==> src/rtl/hzd_pkg.sv <==
package hzd_pkg;
  // Bypass source select for an execute-stage operand.
  typedef enum logic [1:0] {
    SRC_RF    = 2'd0,
    SRC_EXMEM = 2'd1,
    SRC_MEMWB = 2'd2
  } opsrc_e;
endpackage

==> src/rtl/hzd_regfile.sv <==
// Register file: NRD synchronous read ports, one write port.
// The write is visible to a read addressed in the same cycle.
// Entry 0 reads as zero and is never written.
module hzd_regfile #(
  parameter int DATA_W = 32,
  parameter int NREG   = 32,
  parameter int NRD    = 2,
  localparam int AW    = $clog2(NREG)
) (
  input  logic                         clk,
  input  logic [NRD-1:0][AW-1:0]       rd_addr,
  output logic [NRD-1:0][DATA_W-1:0]   rd_q,
  input  logic                         wr_en,
  input  logic [AW-1:0]                wr_addr,
  input  logic [DATA_W-1:0]            wr_data
);
  logic [DATA_W-1:0] store_q [NREG];

  always_ff @(posedge clk) begin
    if (wr_en && (wr_addr != '0)) begin
      store_q[wr_addr] <= wr_data;
    end
  end

  for (genvar p = 0; p < NRD; p++) begin : g_rd
    logic same_slot;
    assign same_slot = wr_en && (wr_addr == rd_addr[p]);
    always_ff @(posedge clk) begin
      if (rd_addr[p] == '0) begin
        rd_q[p] <= '0;
      end else if (same_slot) begin
        rd_q[p] <= wr_data;
      end else begin
        rd_q[p] <= store_q[rd_addr[p]];
      end
    end
  end
endmodule

==> src/rtl/hzd_fwd_mux.sv <==
// Bypass selection for one execute-stage operand. Younger stage wins.
module hzd_fwd_mux
  import hzd_pkg::*;
#(
  parameter int DATA_W = 32,
  parameter int AW     = 5,
  parameter bit FWD_EN = 1'b1
) (
  input  logic [AW-1:0]     src,
  input  logic [DATA_W-1:0] rf_val,
  input  logic              em_wen,
  input  logic              em_ld,
  input  logic [AW-1:0]     em_rd,
  input  logic [DATA_W-1:0] em_val,
  input  logic              mw_wen,
  input  logic [AW-1:0]     mw_rd,
  input  logic [DATA_W-1:0] mw_val,
  output opsrc_e            sel,
  output logic [DATA_W-1:0] val
);
  logic src_live, em_hit, mw_hit;

  assign src_live = (src != '0);
  // A load in execute/memory has no data yet; its consumer was stalled.
  assign em_hit = FWD_EN && src_live && em_wen && !em_ld && (em_rd == src);
  assign mw_hit = FWD_EN && src_live && mw_wen && (mw_rd == src);

  always_comb begin
    if (em_hit) begin
      sel = SRC_EXMEM;
      val = em_val;
    end else if (mw_hit) begin
      sel = SRC_MEMWB;
      val = mw_val;
    end else begin
      sel = SRC_RF;
      val = rf_val;
    end
  end
endmodule

==> src/rtl/hzd_stall_det.sv <==
// Decode-stage read-after-write detector.
module hzd_stall_det #(
  parameter int AW     = 5,
  parameter bit FWD_EN = 1'b1
) (
  input  logic          id_valid,
  input  logic [AW-1:0] id_rs1,
  input  logic [AW-1:0] id_rs2,
  input  logic          id_uses_rs2,
  input  logic          ex_wen,
  input  logic          ex_ld,
  input  logic [AW-1:0] ex_rd,
  input  logic          mm_wen,
  input  logic [AW-1:0] mm_rd,
  output logic          stall
);
  logic hit_ex, hit_mm, need_hold;

  assign hit_ex = ex_wen && (ex_rd != '0) &&
                  ((id_rs1 == ex_rd) || (id_uses_rs2 && (id_rs2 == ex_rd)));
  assign hit_mm = mm_wen && (mm_rd != '0) &&
                  ((id_rs1 == mm_rd) || (id_uses_rs2 && (id_rs2 == mm_rd)));

  // With bypassing only a load one step ahead blocks; without it, any
  // producer not yet at writeback blocks.
  assign need_hold = FWD_EN ? (hit_ex && ex_ld) : (hit_ex || hit_mm);
  assign stall     = id_valid && need_hold;
endmodule

==> src/rtl/hzd_pipe_unit.sv <==
module hzd_pipe_unit
  import hzd_pkg::*;
#(
  parameter int DATA_W = 32,
  parameter int NREG   = 32,
  parameter bit FWD_EN = 1'b1,
  localparam int AW    = $clog2(NREG)
) (
  input  logic              clk,
  input  logic              rst,
  input  logic              id_valid,
  input  logic [AW-1:0]     id_rs1,
  input  logic [AW-1:0]     id_rs2,
  input  logic [AW-1:0]     id_rd,
  input  logic              id_wen,
  input  logic              id_is_load,
  input  logic              id_is_store,
  input  logic              id_use_imm,
  input  logic [DATA_W-1:0] id_imm,
  input  logic [DATA_W-1:0] ex_alu_res,
  input  logic [DATA_W-1:0] mem_rdata,
  output logic              stall,
  output logic              ex_bubble,
  output logic [1:0]        ex_fwd_a,
  output logic [1:0]        ex_fwd_b,
  output logic [DATA_W-1:0] ex_op_a,
  output logic [DATA_W-1:0] ex_op_b,
  output logic [DATA_W-1:0] ex_store_data,
  output logic [DATA_W-1:0] mem_addr,
  output logic [DATA_W-1:0] mem_wdata,
  output logic              mem_rd_en,
  output logic              mem_wr_en,
  output logic              wb_wen,
  output logic [AW-1:0]     wb_rd,
  output logic [DATA_W-1:0] wb_data
);
  localparam int NSRC = 2;

  typedef struct packed {
    logic              v;
    logic              wen;
    logic              ld;
    logic              st;
    logic              isel;
    logic [AW-1:0]     rs1;
    logic [AW-1:0]     rs2;
    logic [AW-1:0]     rd;
    logic [DATA_W-1:0] imm;
  } dx_t;

  typedef struct packed {
    logic              wen;
    logic              ld;
    logic              st;
    logic [AW-1:0]     rd;
    logic [DATA_W-1:0] res;
    logic [DATA_W-1:0] sdata;
  } xm_t;

  typedef struct packed {
    logic              wen;
    logic [AW-1:0]     rd;
    logic [DATA_W-1:0] data;
  } mw_t;

  dx_t dx_q;
  xm_t xm_q;
  mw_t mw_q;

  logic                         uses_rs2;
  logic [NSRC-1:0][AW-1:0]      rf_addr;
  logic [NSRC-1:0][DATA_W-1:0]  rf_q;
  logic [NSRC-1:0][AW-1:0]      ex_src;
  logic [NSRC-1:0][DATA_W-1:0]  byp_val;
  opsrc_e                       byp_sel [NSRC];

  // ---------------- decode: hazard detection ----------------
  assign uses_rs2 = !id_use_imm || id_is_store;

  hzd_stall_det #(
    .AW     (AW),
    .FWD_EN (FWD_EN)
  ) u_det (
    .id_valid    (id_valid),
    .id_rs1      (id_rs1),
    .id_rs2      (id_rs2),
    .id_uses_rs2 (uses_rs2),
    .ex_wen      (dx_q.wen),
    .ex_ld       (dx_q.ld),
    .ex_rd       (dx_q.rd),
    .mm_wen      (xm_q.wen),
    .mm_rd       (xm_q.rd),
    .stall       (stall)
  );

  // ---------------- register file (read in decode) ----------------
  assign rf_addr[0] = id_rs1;
  assign rf_addr[1] = id_rs2;

  hzd_regfile #(
    .DATA_W (DATA_W),
    .NREG   (NREG),
    .NRD    (NSRC)
  ) u_rf (
    .clk     (clk),
    .rd_addr (rf_addr),
    .rd_q    (rf_q),
    .wr_en   (mw_q.wen),
    .wr_addr (mw_q.rd),
    .wr_data (mw_q.data)
  );

  // ---------------- decode/execute register ----------------
  always_ff @(posedge clk) begin
    if (rst || stall || !id_valid) begin
      dx_q <= '0;
    end else begin
      dx_q.v    <= 1'b1;
      dx_q.wen  <= id_wen;
      dx_q.ld   <= id_is_load;
      dx_q.st   <= id_is_store;
      dx_q.isel <= id_use_imm;
      dx_q.rs1  <= id_rs1;
      dx_q.rs2  <= id_rs2;
      dx_q.rd   <= id_rd;
      dx_q.imm  <= id_imm;
    end
  end

  // ---------------- execute: operand bypass ----------------
  assign ex_src[0] = dx_q.rs1;
  assign ex_src[1] = dx_q.rs2;

  for (genvar s = 0; s < NSRC; s++) begin : g_byp
    hzd_fwd_mux #(
      .DATA_W (DATA_W),
      .AW     (AW),
      .FWD_EN (FWD_EN)
    ) u_mux (
      .src    (ex_src[s]),
      .rf_val (rf_q[s]),
      .em_wen (xm_q.wen),
      .em_ld  (xm_q.ld),
      .em_rd  (xm_q.rd),
      .em_val (xm_q.res),
      .mw_wen (mw_q.wen),
      .mw_rd  (mw_q.rd),
      .mw_val (mw_q.data),
      .sel    (byp_sel[s]),
      .val    (byp_val[s])
    );
  end

  assign ex_bubble     = !dx_q.v;
  assign ex_fwd_a      = byp_sel[0];
  assign ex_fwd_b      = byp_sel[1];
  assign ex_op_a       = byp_val[0];
  assign ex_store_data = byp_val[1];
  assign ex_op_b       = dx_q.isel ? dx_q.imm : byp_val[1];

  // ---------------- execute/memory register ----------------
  always_ff @(posedge clk) begin
    if (rst) begin
      xm_q <= '0;
    end else begin
      xm_q.wen   <= dx_q.wen;
      xm_q.ld    <= dx_q.ld;
      xm_q.st    <= dx_q.st;
      xm_q.rd    <= dx_q.rd;
      xm_q.res   <= ex_alu_res;
      xm_q.sdata <= byp_val[1];
    end
  end

  assign mem_addr  = xm_q.res;
  assign mem_wdata = xm_q.sdata;
  assign mem_rd_en = xm_q.ld;
  assign mem_wr_en = xm_q.st;

  // ---------------- memory/writeback register ----------------
  always_ff @(posedge clk) begin
    if (rst) begin
      mw_q <= '0;
    end else begin
      mw_q.wen  <= xm_q.wen && (xm_q.rd != '0);
      mw_q.rd   <= xm_q.rd;
      mw_q.data <= xm_q.ld ? mem_rdata : xm_q.res;
    end
  end

  assign wb_wen  = mw_q.wen;
  assign wb_rd   = mw_q.rd;
  assign wb_data = mw_q.data;
endmodule

==> config.mk <==
export PLATFORM = sky130hd
export DESIGN_NAME = hzd_pipe_unit
export DESIGN_NICKNAME = d
export VERILOG_FILES = /design/src/rtl/hzd_pkg.sv /design/src/rtl/hzd_regfile.sv /design/src/rtl/hzd_fwd_mux.sv /design/src/rtl/hzd_stall_det.sv /design/src/rtl/hzd_pipe_unit.sv
export SDC_FILE = /design/constraint.sdc
export NUM_CORES = 2
export LEC_CHECK = 0
export ABC_CLOCK_PERIOD_IN_PS = 4500
export BUFFER_PORTS_ARGS = -buffer_cell sky130_fd_sc_hd__buf_2
export CAP_MARGIN = 30
export CORE_UTILIZATION = 57
export DETAILED_ROUTE_END_ITERATION = 16
export MAX_ROUTING_LAYER = met4
export PLACE_DENSITY = 0.75
export SKIP_CTS_REPAIR_TIMING = 1
export SYNTH_ARGS = -nofsm -noshare
export SYNTH_HDL_FRONTEND = slang
export SYNTH_SLANG_ARGS = --single-unit
==> constraint.sdc <==
create_clock -name clk -period 4.5 [get_ports clk]
set_input_delay 0.225 -clock clk [delete_from_list [all_inputs] [get_ports clk]]
set_output_delay 0.225 -clock clk [all_outputs]
set_load 0.02 [all_outputs]
==> impl_metrics.json <==
{
  "critPathCaptureType": "output pin",
  "clock_latency_ns": 0.76,
  "final_nets": 4256,
  "gp_congestion": 0.953,
  "antenna_found_initial": 4,
  "slew_headroom_pct": 17.9,
  "drc": 0,
  "areaGrowthSynthToFinish_pct": 16.5,
  "setup_viol": 0,
  "routed_wl_mm": 193,
  "maxCapViolations": 0,
  "netlist_top_cells_area": "edfxtp_1, mux4_2, dfxtp_1, mux2i_1, nand2_1",
  "viasPerCell": 7.07,
  "dieHeight_um": 317,
  "dp_slack_ns": 1.17,
  "grt_usage_pct": 39.4,
  "critPathArrivalTime_ns": 3.94,
  "io_buffers": 323,
  "max_freq_mhz": 240,
  "grt_pass1_wl_mm": 269,
  "ant_nets": 0,
  "synth_cell_types": 53,
  "vias": 39200,
  "clk_pin_slew_ns": 0.06,
  "drive_gt1_share_pct": 26.4,
  "ys.flop_type": "edfxtp_1",
  "run_status": "finished, final reports clean",
  "multi_input_area_mm2": 0.0202,
  "yosysTopAreaCellShare_pct": 54.5,
  "synth_commonest_cells": "edfxtp_1, mux2i_1, nand2_1",
  "n_fill_cell": 6584,
  "grt_max_degree": 129,
  "clock-sinks": 1250,
  "finalMaxSlewViolations": 0,
  "syn_area_mm2": 0.0565,
  "hp-class": "primary input to flop",
  "yosysTopAreaCell": "edfxtp_1",
  "cp_max_fo": 19,
  "drt_iter0_drc": 6641,
  "synth_warnings": 0,
  "clock_skew_ns": 0.0384,
  "cts_root_buf": "clkbuf_16",
  "synth_edf_count": 1024,
  "syn_inst": 3674,
  "cts_buffers": 130,
  "h-tree-depth": 4,
  "dieArea_mm2": 0.100,
  "ys_seq_elements": 1250,
  "crit_type": "flop to output pin",
  "wl_per_cell_um": 34.8,
  "vdd.ir_drop.worst_uv": 406,
  "die_w_um": 317,
  "setup_ws_ns": 0.334,
  "critPathLaunchType": "flop",
  "dr.pass1.iters": 8,
  "hold_viol_final": 0,
  "place.detailed.hpwl_mm": 118,
  "ios": 324,
  "ys_async_sr_fraction_pct": 0,
  "grt_pass1_vias": 37400,
  "seq_area_mm2": 0.0353,
  "fin_crit_sh_pct": 92.6,
  "hold_ws_ns": 0.0298,
  "power_mw": 26.0,
  "p_leak_nw": 21.7,
  "cts_tree": "built",
  "core_mm2": 0.0983,
  "fin_crit_ns": 4.17,
  "avgSynthCellArea_um2": 15.4,
  "ctsLongestPathBuffers": 3,
  "yosysSeqAreaShare_pct": 62.5,
  "crit_required_ns": 4.28,
  "rows": 115,
  "rsz0062_at_grt": "false",
  "fin_tns_setup_ns": 0,
  "synth_most_common_cell": "edfxtp_1",
  "gr-total-overflow": 0,
  "tightest_slew_ns": 1.23,
  "initial_core_util_pct": 57.4,
  "powerDensity_mw_per_mm2": 396
}
[registers in the layout (all words and copies together) (netlist names)]
name          count
u_rf.store_q   1024
dx_q             52
xm_q              6
mem_rd_en         1
u_rf.rd_q        64
mem_wdata        32
mem_addr         32
wb_wen            1
wb_data          32
wb_rd             5
mem_wr_en         1
[where the power goes]
part | switching [mW] | total, mW | leakage (nW) | internal [mW]
clock | 4.54 | 10.7 | 2.03 | 6.11
sequential | 0.211 | 12.9 | 9.97 | 12.6
combinational | 1.59 | 2.53 | 9.75 | 0.938
total | 6.34 | 26.0 | 21.7 | 19.7
[layout make-up]
type / instances / share of cell area, %
flip-flops and latches: 1250 / 53.6
multi-input cells: 2149 / 30.8
repair buffers: 602 / 6.76
clock buffers: 183 / 5.51
well taps: 1287 / 2.45
clock inverters: 55 / 0.822
inverters: 5 / 0.0285
diodes: 6 / 0.0228
[per-stage QoR]
step	instance area (um2)	utilization [%]	instances
final	65800	66.9	5537
after global routing	65800	66.9	5534
after CTS	64600	65.7	5412
after detailed placement	60400	61.5	5174
after global placement	60400	61.4	5172
after floorplan	56600	-	3705
[path summary, 6_finish.rpt]
| kind | start | endpoint | slack (ns) | cells after the start |
|---|---|---|---|---|
| max reg2reg | wb_rd[2]$_SDFF_PP0_ | u_rf.store_q[12][15]$_DFFE_PP_ | 1.12 | 5 |
| max | wb_rd[2]$_SDFF_PP0_ | ex_op_b[31] | 0.33 | 7 |
| min | id_rs2[3] | dx_q[40]$_SDFF_PP0_ | 0.03 | 2 |
| min reg2reg | dx_q[48]$_SDFF_PP0_ | mem_wr_en$_SDFF_PP0_ | 0.44 | 1 |
[critical path: stages, from the launching register on]
cell     delay (ns)
dfxtp_1        0.64
xnor2_1        0.19
nand4_1        0.76
buf_4          0.50
o21ai_0        0.22
a31oi_1        0.29
mux2_2         0.41
buf_2          0.17
[cell usage in the layout (no fill, tap or decap), types with 36 or more instances in the layout]
cell type / n
o21ai_0: 158
nand2_1: 363
buf_4: 136
clkbuf_16: 134
and2_1: 51
nand3_1: 37
mux4_2: 322
edfxtp_1: 1024
buf_2: 312
dlygate4sd3_1: 118
nor2_1: 50
a21oi_1: 54
a211oi_1: 50
xnor2_1: 36
nor2b_1: 79
clkbuf_1: 40
o221ai_1: 64
o22ai_1: 63
mux2_2: 74
mux2i_1: 444
a31oi_1: 41
a32o_1: 52
dfxtp_1: 225
[routing by layer]
metal  up-vias  track usage (%)  share of wire (%)
met3       657             11.5                 15
met1     19500             51.5                 35
li1      15500                -                  -
met5         -                -                  0
met2      3482             56.3                 45
met4         0             20.1                5.8
[logic make-up after synthesis]
logic type                after synthesis  synth area share (%)
DFF                                  1250                  62.5
muxes                                 840                  22.2
and+or+nand+nor                       682                  5.48
AOI/OAI and AO/OA                     555                  6.75
buffers and inverters                 306                  2.46
xor gates and xnor gates               40                 0.621
other                                   1               0.00664
No activity file was read; power rests on OpenSTA's default activity.
